==> config.mk <==
export PLATFORM = sky130hd
export DESIGN_NAME = bb_translator
export DESIGN_NICKNAME = d
export VERILOG_FILES = /design/src/rtl/bb_pkg.sv /design/src/rtl/bb_ctx_regs.sv /design/src/rtl/bb_xlate.sv /design/src/rtl/bb_translator.sv
export SDC_FILE = /design/constraint.sdc
export NUM_CORES = 1
export LEC_CHECK = 0
export BUFFER_PORTS_ARGS = -buffer_cell sky130_fd_sc_hd__buf_4
export CORE_ASPECT_RATIO = 1.4
export CORE_MARGIN = 5
export CORE_UTILIZATION = 30
export DETAILED_ROUTE_END_ITERATION = 6
export HOLD_SLACK_MARGIN = 0.02
export SKIP_CTS_REPAIR_TIMING = 1
export SKIP_LAST_GASP = 1
export SLEW_MARGIN = 20
export SYNTH_ARGS = -nofsm -noshare
export SYNTH_HDL_FRONTEND = slang
export SYNTH_SLANG_ARGS = --single-unit
==> constraint.sdc <==
create_clock -name clk -period 9.4 [get_ports clk]
set_input_delay 2.35 -clock clk [delete_from_list [all_inputs] [get_ports clk]]
set_output_delay 2.35 -clock clk [all_outputs]
set_load 0.005 [all_outputs]
==> src/rtl/bb_pkg.sv <==
package bb_pkg;

    typedef enum logic {
        SEL_BASE  = 1'b0,
        SEL_LIMIT = 1'b1
    } reg_sel_e;

endpackage

==> src/rtl/bb_ctx_regs.sv <==
module bb_ctx_regs #(
    parameter int NCTX    = 4,
    parameter int PADDR_W = 16,
    localparam int CTX_W  = (NCTX > 1) ? $clog2(NCTX) : 1
) (
    input  logic               clk,
    input  logic               rst_n,
    input  logic               wr_en,
    input  logic [CTX_W-1:0]   wr_ctx,
    input  logic               wr_sel,
    input  logic [PADDR_W-1:0] wr_data,
    input  logic [CTX_W-1:0]   rd_ctx,
    output logic [PADDR_W-1:0] rd_base,
    output logic [PADDR_W-1:0] rd_limit
);
    import bb_pkg::*;

    typedef struct packed {
        logic [NCTX-1:0][PADDR_W-1:0] base;
        logic [NCTX-1:0][PADDR_W-1:0] limit;
    } regs_t;

    regs_t regs_d, regs_q;

    always_comb begin
        regs_d = regs_q;
        for (int i = 0; i < NCTX; i++) begin
            if (wr_en && (wr_ctx == CTX_W'(i))) begin
                if (reg_sel_e'(wr_sel) == SEL_BASE) begin
                    regs_d.base[i] = wr_data;
                end else begin
                    regs_d.limit[i] = wr_data;
                end
            end
        end
    end

    always_ff @(posedge clk) begin
        if (!rst_n) begin
            regs_q.base  <= '0;
            regs_q.limit <= '1;
        end else begin
            regs_q <= regs_d;
        end
    end

    assign rd_base  = regs_q.base[rd_ctx];
    assign rd_limit = regs_q.limit[rd_ctx];

    AST_HOLD_WITHOUT_WRITE: assert property (@(posedge clk) disable iff (!rst_n)
        !wr_en |=> $stable(regs_q));

endmodule

==> src/rtl/bb_xlate.sv <==
module bb_xlate #(
    parameter int LADDR_W = 12,
    parameter int PADDR_W = 16
) (
    input  logic [LADDR_W-1:0] laddr,
    input  logic [PADDR_W-1:0] base,
    input  logic [PADDR_W-1:0] limit,
    input  logic               base_only,
    output logic [PADDR_W-1:0] paddr,
    output logic               carry,
    output logic               fault
);
    localparam int SUM_W = PADDR_W + 1;

    logic [SUM_W-1:0] sum;
    logic             over_limit;

    always_comb begin
        sum        = {1'b0, base} + SUM_W'(laddr);
        carry      = sum[PADDR_W];
        paddr      = sum[PADDR_W-1:0];
        over_limit = (sum[PADDR_W-1:0] > limit);
        fault      = carry | (~base_only & over_limit);
    end

endmodule

==> src/rtl/bb_translator.sv <==
module bb_translator #(
    parameter int NCTX    = 4,
    parameter int LADDR_W = 12,
    parameter int PADDR_W = 16,
    localparam int CTX_W  = (NCTX > 1) ? $clog2(NCTX) : 1
) (
    input  logic               clk,
    input  logic               rst_n,
    input  logic               cfg_base_only,
    input  logic               wr_en,
    input  logic [CTX_W-1:0]   wr_ctx,
    input  logic               wr_sel,
    input  logic [PADDR_W-1:0] wr_data,
    input  logic               acc_valid,
    input  logic [CTX_W-1:0]   acc_ctx,
    input  logic [LADDR_W-1:0] acc_laddr,
    output logic               out_valid,
    output logic               out_fault,
    output logic [PADDR_W-1:0] out_paddr
);

    typedef struct packed {
        logic               valid;
        logic               fault;
        logic [PADDR_W-1:0] paddr;
    } res_t;

    logic [PADDR_W-1:0] sel_base, sel_limit, xl_paddr;
    logic               xl_carry, xl_fault;
    res_t               res_d, res_q;

    bb_ctx_regs #(.NCTX(NCTX), .PADDR_W(PADDR_W)) u_regs (
        .clk      (clk),
        .rst_n    (rst_n),
        .wr_en    (wr_en),
        .wr_ctx   (wr_ctx),
        .wr_sel   (wr_sel),
        .wr_data  (wr_data),
        .rd_ctx   (acc_ctx),
        .rd_base  (sel_base),
        .rd_limit (sel_limit)
    );

    bb_xlate #(.LADDR_W(LADDR_W), .PADDR_W(PADDR_W)) u_xlate (
        .laddr     (acc_laddr),
        .base      (sel_base),
        .limit     (sel_limit),
        .base_only (cfg_base_only),
        .paddr     (xl_paddr),
        .carry     (xl_carry),
        .fault     (xl_fault)
    );

    always_comb begin
        res_d       = '0;
        res_d.fault = acc_valid & xl_fault;
        res_d.valid = acc_valid & ~xl_fault;
        if (res_d.valid) begin
            res_d.paddr = xl_paddr;
        end
    end

    always_ff @(posedge clk) begin
        if (!rst_n) begin
            res_q <= '0;
        end else begin
            res_q <= res_d;
        end
    end

    assign out_valid = res_q.valid;
    assign out_fault = res_q.fault;
    assign out_paddr = res_q.paddr;

    AST_VALID_FAULT_EXCL: assert property (@(posedge clk) disable iff (!rst_n)
        !(out_valid && out_fault));
    AST_FAULT_ZERO_ADDR: assert property (@(posedge clk) disable iff (!rst_n)
        out_fault |-> (out_paddr == '0));
    AST_IDLE_QUIET: assert property (@(posedge clk) disable iff (!rst_n)
        !acc_valid |=> (!out_valid && !out_fault && out_paddr == '0));
    AST_CARRY_FAULTS: assert property (@(posedge clk) disable iff (!rst_n)
        (acc_valid && xl_carry) |=> out_fault);
    AST_BASE_ONLY_PASS: assert property (@(posedge clk) disable iff (!rst_n)
        (acc_valid && cfg_base_only && !xl_carry) |=> out_valid);

endmodule

### After elaboration in Yosys (flattened, before gate mapping)

Cells that the tools add are included.

* flip-flop bits (word level): 146
* output and inout port bits: 18
* logic and storage cells: 42

* reduce and logical (&&, ||, !) cells: 14
* bitwise gates (word level): 7
* add/subtract/negate cells: 1
* eq/ne operators: 3
* multiplexer cells: 4
* $lt $le $gt $ge: 2

Operators by type and width (count)
* 16-bit binary-select mux with 2-bit select: 2
* 16-bit 2-to-1 mux: 2
* 2-bit AND reduction: 9
* 16-bit by 12-bit adder with 17-bit output: 1
* 16-bit > comparator: 1
* 2-bit == test, second input constant: 2
* 1-bit logical AND: 4
* 1-bit AND: 3
* 2-bit by 3-bit < comparator with 1-bit output, second input constant: 1
* 1-bit NOT: 3
* 2-bit by 1-bit == test with 1-bit output, second input constant: 1
* 2-bit zero test: 1
* 1-bit OR: 1

### Logic depth before layout (Yosys ltp)

Gate-level depths: netlist of the first run.

* word-level depth: 9
* mapped depth: 20

### Hierarchy

A second synthesis of the first run with hierarchy kept.

* cell total of the unflattened synthesis: 689
* area, all modules: 7334.5 µm²

Modules (own cells, without submodules)
* bb_ctx_regs: area an instance 5650.4 µm², cells an instance 496, times used 1
* bb_xlate: area an instance 1114.8 µm², cells an instance 154, times used 1
* bb_translator: area an instance 569.3 µm², cells an instance 39, times used 1

### Worst setup path after synthesis of the first run

No wires, ideal clock.

* path type: input port to flip-flop
* start point: input acc_ctx[1]
* end point: register res_q, in the netlist out_paddr[10]
* stages: 17
* buffers on the path: 5
* data required time: 9326 ps
* arrival: 6711 ps
* slack: 2615 ps
* path through: buf_2 buf_2 clkbuf_1 mux4_2 ha_1 clkbuf_1 nor4b_1 a2111oi_0 nand3_1 ha_1 nand2_1 nor3_1 a31oi_1 o31a_1 or4b_1 buf_4 a31oi_4

* cells in the longest elaborated chain, start to end: 9
* elaborated cells on any way between the ends: 11
* classes of those cells: add/sub: 1; order compare: 1; mux: 4; bitwise: 4; reduce/logical: 1

Ends and longest elaborated chain
* from (decl): line bb_translator.sv:15 `input logic [CTX_W-1:0] acc_ctx,`
* 16-bit binary-select mux with 2-bit select (*): line bb_ctx_regs.sv:47 `assign rd_base = regs_q.base[rd_ctx];`
* 16-bit 2-to-1 mux (not written as such) (*): line bb_ctx_regs.sv:47
* 16-bit by 12-bit adder with 17-bit output (*): line bb_xlate.sv:19 `sum = {1'b0, base} + SUM_W'(laddr);`
* net u_xlate.paddr[10]: line bb_xlate.sv:9 `output logic [PADDR_W-1:0] paddr,`
* 16-bit > comparator: line bb_xlate.sv:22 `over_limit = (sum[PADDR_W-1:0] > limit);`
* 1-bit AND: line bb_xlate.sv:23 `fault = carry | (~base_only & over_limit);`
* 1-bit OR: line bb_xlate.sv:23
* 1-bit NOT: line bb_translator.sv:57 `res_d.valid = acc_valid & ~xl_fault;`
* 1-bit AND: line bb_translator.sv:57
* 2-bit AND reduction (no source line)
* to (signal assigned): line bb_translator.sv:67 `res_q <= res_d;`
* to (decl): line bb_translator.sv:30 `res_t res_d, res_q;`

The timed path passes the listed nets; every way through them passes the cells marked *. The select of a mux whose other input is x is not followed.
A chain may end at the register's enable or synchronous reset.

### Worst setup path after layout of the first run

* start point: input acc_ctx[0]
* end point: register res_q, in the netlist out_paddr[10]

Same word-level chain as after synthesis.

==> impl_metrics.json, run 1 <==
{
  "status": "completed",
  "slew_headroom": 0.358,
  "ys.flop_type": "dfxtp_1",
  "cts.sinks": 146,
  "gp_congestion": 0.777,
  "die_area_um2": 26600,
  "multi_input_area_um2": 3750,
  "tns_ns": 0,
  "path_clk_slew_ns": 0.06,
  "htreeDepth": 4,
  "r2r-start": "u_regs.regs_q[96]",
  "cpPeakStageDelay_ns": 0.73,
  "start_kind": "input pin",
  "rows": 66,
  "synth_top_area_frac": 0.416,
  "clk_path_buf_depth": 2,
  "cp_cell_sequence": "buf_4 -> mux4_2 -> ha_1 -> inv_1 -> fa_1 -> nand2b_1 -> a21oi_1 -> nor2_1 -> o21ai_1 -> or4b_1 -> nand3_1 -> ha_1 -> nand2_1 -> nor3_1 -> a31oi_1 -> o311a_1 -> or4b_1 -> a31oi_4",
  "die_y_um": 191,
  "grt_max_degree": 78,
  "place_ws_ns": 2.23,
  "die_w_um": 139,
  "syn_inst": 817,
  "cts_tree": "yes",
  "grt_overflow": 0,
  "clockRootBuffer": "clkbuf_16",
  "setup-violations-final": 0,
  "firstDrtPassIters": 5,
  "power_w": 0.00149,
  "drtIter0Drc": 334,
  "cp_slowest_cell": "or4b_1",
  "vdd_drop_max_uv": 129,
  "hold_viol": 0,
  "grt_usage": 0.142,
  "grt_pass1_vias": 5568,
  "synth_edf_count": 0,
  "syn-num-nets": 884,
  "synth_area_leaders": "dfxtp_1, nand2_1, mux4_2",
  "worst_setup_path_end_kind": "register",
  "drive_gt1_frac": 0.162,
  "synth_area_leader_cell": "dfxtp_1",
  "min_path_type": "reg -> reg",
  "max_freq_mhz": 149,
  "hpwl_um": 13000,
  "ioPinCount": 56,
  "clock_latency_ns": 0.41,
  "syn_area_um2": 7030,
  "fin_ws_ns": 2.71,
  "synth.distinct_cells": 47,
  "worst_pin_slew_ns": 0.938,
  "core_region_area_um2": 23200,
  "async_flop_share": 0,
  "fin_skew_ns": 0.00663,
  "wl_per_cell_um": 16.2,
  "vias": 5673,
  "ys_warn_count": 0,
  "ys_seq_elements": 146,
  "final_nets": 907,
  "avgSynthCellArea_um2": 8.60,
  "grt_first_pass_wirelength_um": 30100,
  "drc_errors": 0,
  "rsz0062_at_grt": "no",
  "nFillCells": 2338,
  "viasPerCell": 4.89,
  "drt_wl_total_um": 18700,
  "cp.required_ns": 9.75,
  "pwr_density_cell_nw_per_um2": 180,
  "start_util": 0.303,
  "regArea_um2": 2920,
  "ant_nets": 0,
  "final-max-slew-violation-count": 0,
  "antenna_found_initial": 1,
  "worstSetupPathType": "in -> reg",
  "period_minus_slack_ns": 6.69,
  "worstPathArrival_ns": 7.04,
  "startpoint": "acc_ctx[0]",
  "seq_area_frac_synth": 0.416,
  "maxCapViolCount": 0,
  "post-route-period-util": 0.712,
  "p_leak_nw": 3.49,
  "hold_start": "u_regs.regs_q[109]",
  "crit_path_max_fanout": 32,
  "cts_made_buffers": 17,
  "hold_ws_ns": 0.451,
  "area_growth_pct": 17.6,
  "port_buffers": 55
}
[cell families after synthesis]
group,Yosys count,synth area share
mux,32,0.103
xor+xnor,11,0.0137
flops,146,0.416
simple gates,403,0.248
buf+inv,85,0.0523
compound gates,111,0.114
fa+ha+maj,29,0.0527
[final cells by class]
| type | instances | share of cell area |
|---|---|---|
| clock buffers | 19 | 0.0548 |
| diodes | 1 | 0.000303 |
| clock inverters | 13 | 0.0194 |
| well taps | 306 | 0.0463 |
| flip-flops and latches | 146 | 0.354 |
| repair buffers | 64 | 0.0606 |
| inverters | 25 | 0.0114 |
| multi-input cells | 586 | 0.454 |
[power by group]
part | internal (W) | switching (W)
logic | 0.0000604 | 0.0000817
registers | 0.000638 | 0.00000850
clock network | 0.000431 | 0.000266
[synthesized netlist by cell type, types with 2 or more instances]
library cell    n
nand2_1       272
dfxtp_1       146
nand3_1        71
clkbuf_1       39
a21boi_1       35
mux4_2         32
a21boi_0       31
ha_1           28
inv_1          23
nor2_1         20
a21oi_1        15
and4_1         10
nand2b_1        9
buf_4           7
clkbuf_2        7
xnor2_1         6
buf_2           5
nor2b_1         5
o211ai_1        5
xor2_1          5
a21o_1          4
nand4_1         4
o21ai_1         4
a31oi_1         3
nor2b_2         3
nor3_1          3
inv_2           2
o21a_1          2
o31a_1          2
or4b_1          2
[worst max-delay path: cells and delay by family]
family	cells	cell delay, ns
simple gates	7	2.16
compound gates	5	0.79
mux	1	0.58
buf+inv	2	0.57
fa+ha+maj	3	0.56
[flip-flops by register name, indices dropped and copies added, names as in the netlist]
name           cells
u_regs.regs_q    128
out_valid          1
out_fault          1
out_paddr         16
[cell usage in the layout, fill, tap and decap left out, types with 2 or more instances in the layout]
| cell type | instances |
|---|---|
| nand2_1 | 272 |
| dfxtp_1 | 146 |
| nand3_1 | 71 |
| buf_4 | 63 |
| a21boi_1 | 35 |
| mux4_2 | 32 |
| a21boi_0 | 31 |
| ha_1 | 28 |
| inv_1 | 23 |
| nor2_1 | 20 |
| clkbuf_16 | 17 |
| a21oi_1 | 15 |
| and4_1 | 10 |
| nand2b_1 | 9 |
| xnor2_1 | 6 |
| o211ai_1 | 5 |
| xor2_1 | 5 |
| nor2b_1 | 5 |
| a21o_1 | 4 |
| o21ai_1 | 4 |
| nand4_1 | 4 |
| clkinv_2 | 4 |
| clkinv_4 | 4 |
| a31oi_1 | 3 |
| nor2b_2 | 3 |
| bufinv_16 | 3 |
| or4b_1 | 2 |
| o21a_1 | 2 |
| inv_2 | 2 |
| nor3_2 | 2 |
| o31a_1 | 2 |
| clkinvlp_4 | 2 |
| clkbuf_8 | 2 |
[stage by stage]
stage / instances / cell area (µm²) / util
global placement: 1126 / 7620 / 0.328
CTS: 1159 / 8260 / 0.356
global route: 1160 / 8260 / 0.356
detailed placement: 1127 / 7650 / 0.330
floorplan: 817 / 7030 / -
finish: 1160 / 8260 / 0.356
[metal layers]
layer  part of all wire  routed length (µm)  global-route usage  vias to the layer above
met3              0.044                 819              0.0273                       20
li1                   -                   -                   -                     2816
met1               0.41                7740               0.165                     2715
met5                  0                   0                   0                        -
met2               0.53                9860               0.261                      122
met4              0.017                 325              0.0463                        0
[worst paths after layout]
kind	slack, ns	depth (start not counted)	endpoint
min	0.45	2	u_regs.regs_q[109]
min reg2reg	0.45	2	u_regs.regs_q[109]
max	2.71	18	out_paddr[10]
max reg2reg	4.94	17	out_paddr[10]
No activity file was read; power rests on OpenSTA's default activity.
==> run 2: changes to the inputs <==
clock period = 5.5 ns   (was 9.4 ns; I/O delays follow)
==> impl_metrics.json, run 2 (synthesis results as in run 1) <==
{
  "cts_made_buffers": 17,
  "worst_pin_slew_ns": 0.910,
  "setup-violations-final": 0,
  "crit_path_max_fanout": 7,
  "antenna_found_initial": 0,
  "cp_cell_sequence": "buf_4 -> buf_12 -> mux4_2 -> ha_1 -> a211oi_1 -> o211ai_1 -> a31oi_1 -> o21bai_1 -> xor2_1 -> ha_1 -> nand2_1 -> nor3_1 -> a31oi_1 -> o31a_1 -> or4b_1 -> buf_4 -> a31oi_4",
  "post-route-period-util": 0.953,
  "cpPeakStageDelay_ns": 0.52,
  "ant_nets": 0,
  "vdd_drop_max_uv": 166,
  "viasPerCell": 4.86,
  "p_leak_nw": 3.59,
  "slew_headroom": 0.392,
  "die_y_um": 191,
  "max_freq_mhz": 191,
  "hold_ws_ns": 0.451,
  "rows": 66,
  "die_area_um2": 26600,
  "area_growth_pct": 20.2,
  "final-max-slew-violation-count": 0,
  "drive_gt1_frac": 0.188,
  "drt_wl_total_um": 19200,
  "worst_setup_path_end_kind": "register",
  "path_clk_slew_ns": 0.06,
  "htreeDepth": 4,
  "nFillCells": 2346,
  "regMostFlops": "u_regs.regs_q",
  "core_region_area_um2": 23200,
  "grt_first_pass_wirelength_um": 31200,
  "fin_util": 0.364,
  "port_buffers": 55,
  "drtIter0Drc": 384,
  "gp_congestion": 0.868,
  "firstDrtPassIters": 5,
  "hpwl_um": 14100,
  "multi_input_area_um2": 3750,
  "ioPinCount": 56,
  "largest_reg_flops": 128,
  "cp.required_ns": 5.85,
  "cts_tree": "yes",
  "mostFrequentLayoutCells": "nand2_1, dfxtp_1, buf_4, nand3_1, a21boi_1",
  "cts.sinks": 146,
  "vias": 5758,
  "final_nets": 933,
  "clockRootBuffer": "clkbuf_16",
  "min_path_type": "reg -> reg",
  "period_minus_slack_ns": 5.24,
  "maxCapViolCount": 0,
  "layout_commonest_cell": "nand2_1",
  "clock_latency_ns": 0.43,
  "worstPathArrival_ns": 5.59,
  "rsz0062_at_grt": "no",
  "grt_max_degree": 73,
  "start_util": 0.303,
  "grt_pass1_vias": 5945,
  "status": "completed",
  "regArea_um2": 2920,
  "start_kind": "input pin",
  "wl_per_cell_um": 16.2,
  "pwr_density_cell_nw_per_um2": 294,
  "hold_viol": 0,
  "grt_overflow": 0,
  "fin_skew_ns": 0.00908,
  "cp_slowest_cell": "mux4_2",
  "die_w_um": 139,
  "grt_usage": 0.148,
  "clk_path_buf_depth": 2,
  "drc_errors": 0,
  "worstSetupPathType": "in -> reg",
  "antenna-diode-count": 0,
  "power_w": 0.00248
}
-- run 2: cell types whose count changed in the layout (fill, tap and decap cells not counted), sizes merged --
cell      change
buf          +26
bufinv        -2
clkbuf        -2
clkinv        -7
clkinvlp      +4
diode         -1
inv           +7
-- run 2: routing by layer --
metal  up-vias  wire length [µm]  global-route usage
li1       2871                 -                   -
met1      2743              7980               0.169
met2       111              9870               0.262
met3        33               759              0.0345
met4         0               607              0.0666
met5         -                 0                   0
-- run 2: worst paths after layout --
check | start | end | slack (ns) | cells past startpoint
worst max-delay path | acc_ctx[0] | out_paddr[10] | 0.26 | 17
worst min-delay path | u_regs.regs_q[110] | u_regs.regs_q[110] | 0.45 | 2
worst max register to register | u_regs.regs_q[113] | out_paddr[10] | 1.25 | 15
worst min register to register | u_regs.regs_q[110] | u_regs.regs_q[110] | 0.45 | 2
-- run 2: area by class of cell --
cell class | count | share of cell area
multi-input cells | 586 | 0.444
flip-flops and latches | 146 | 0.346
clock buffers | 17 | 0.0503
well taps | 306 | 0.0453
repair buffers | 90 | 0.0859
inverters | 25 | 0.0111
clock inverters | 15 | 0.0175
-- run 2: power breakdown --
group | leakage [nW] | internal [W] | switching [W] | total, W
registers | 1.19 | 0.00109 | 0.0000153 | 0.00110
clock network | 0.262 | 0.000633 | 0.000482 | 0.00112
logic | 2.14 | 0.000118 | 0.000145 | 0.000263
-- run 2: worst max-delay path: cells and delay by family --
| family | cells | cell delay, ns |
|---|---|---|
| mux | 1 | 0.52 |
| xor+xnor | 1 | 0.17 |
| fa+ha+maj | 2 | 0.62 |
| buf+inv | 3 | 0.50 |
| simple gates | 3 | 0.91 |
| compound gates | 7 | 1.49 |
-- run 2: metrics by stage --
| step | setup TNS (ns) | instances | worst slack, ns | area [µm²] |
|---|---|---|---|---|
| 3_5_place_dp | -0.464 | 1153 | -0.115 | 7880 |
| 5_1_grt | 0 | 1185 | 0.139 | 8450 |
| 2_1_floorplan | 0 | 817 | 0.0305 | 7050 |
| 6_report | 0 | 1185 | 0.260 | 8450 |
| 4_1_cts | 0 | 1185 | 0.316 | 8450 |
| 3_3_place_gp | -0.0221 | 1152 | -0.0221 | 7860 |
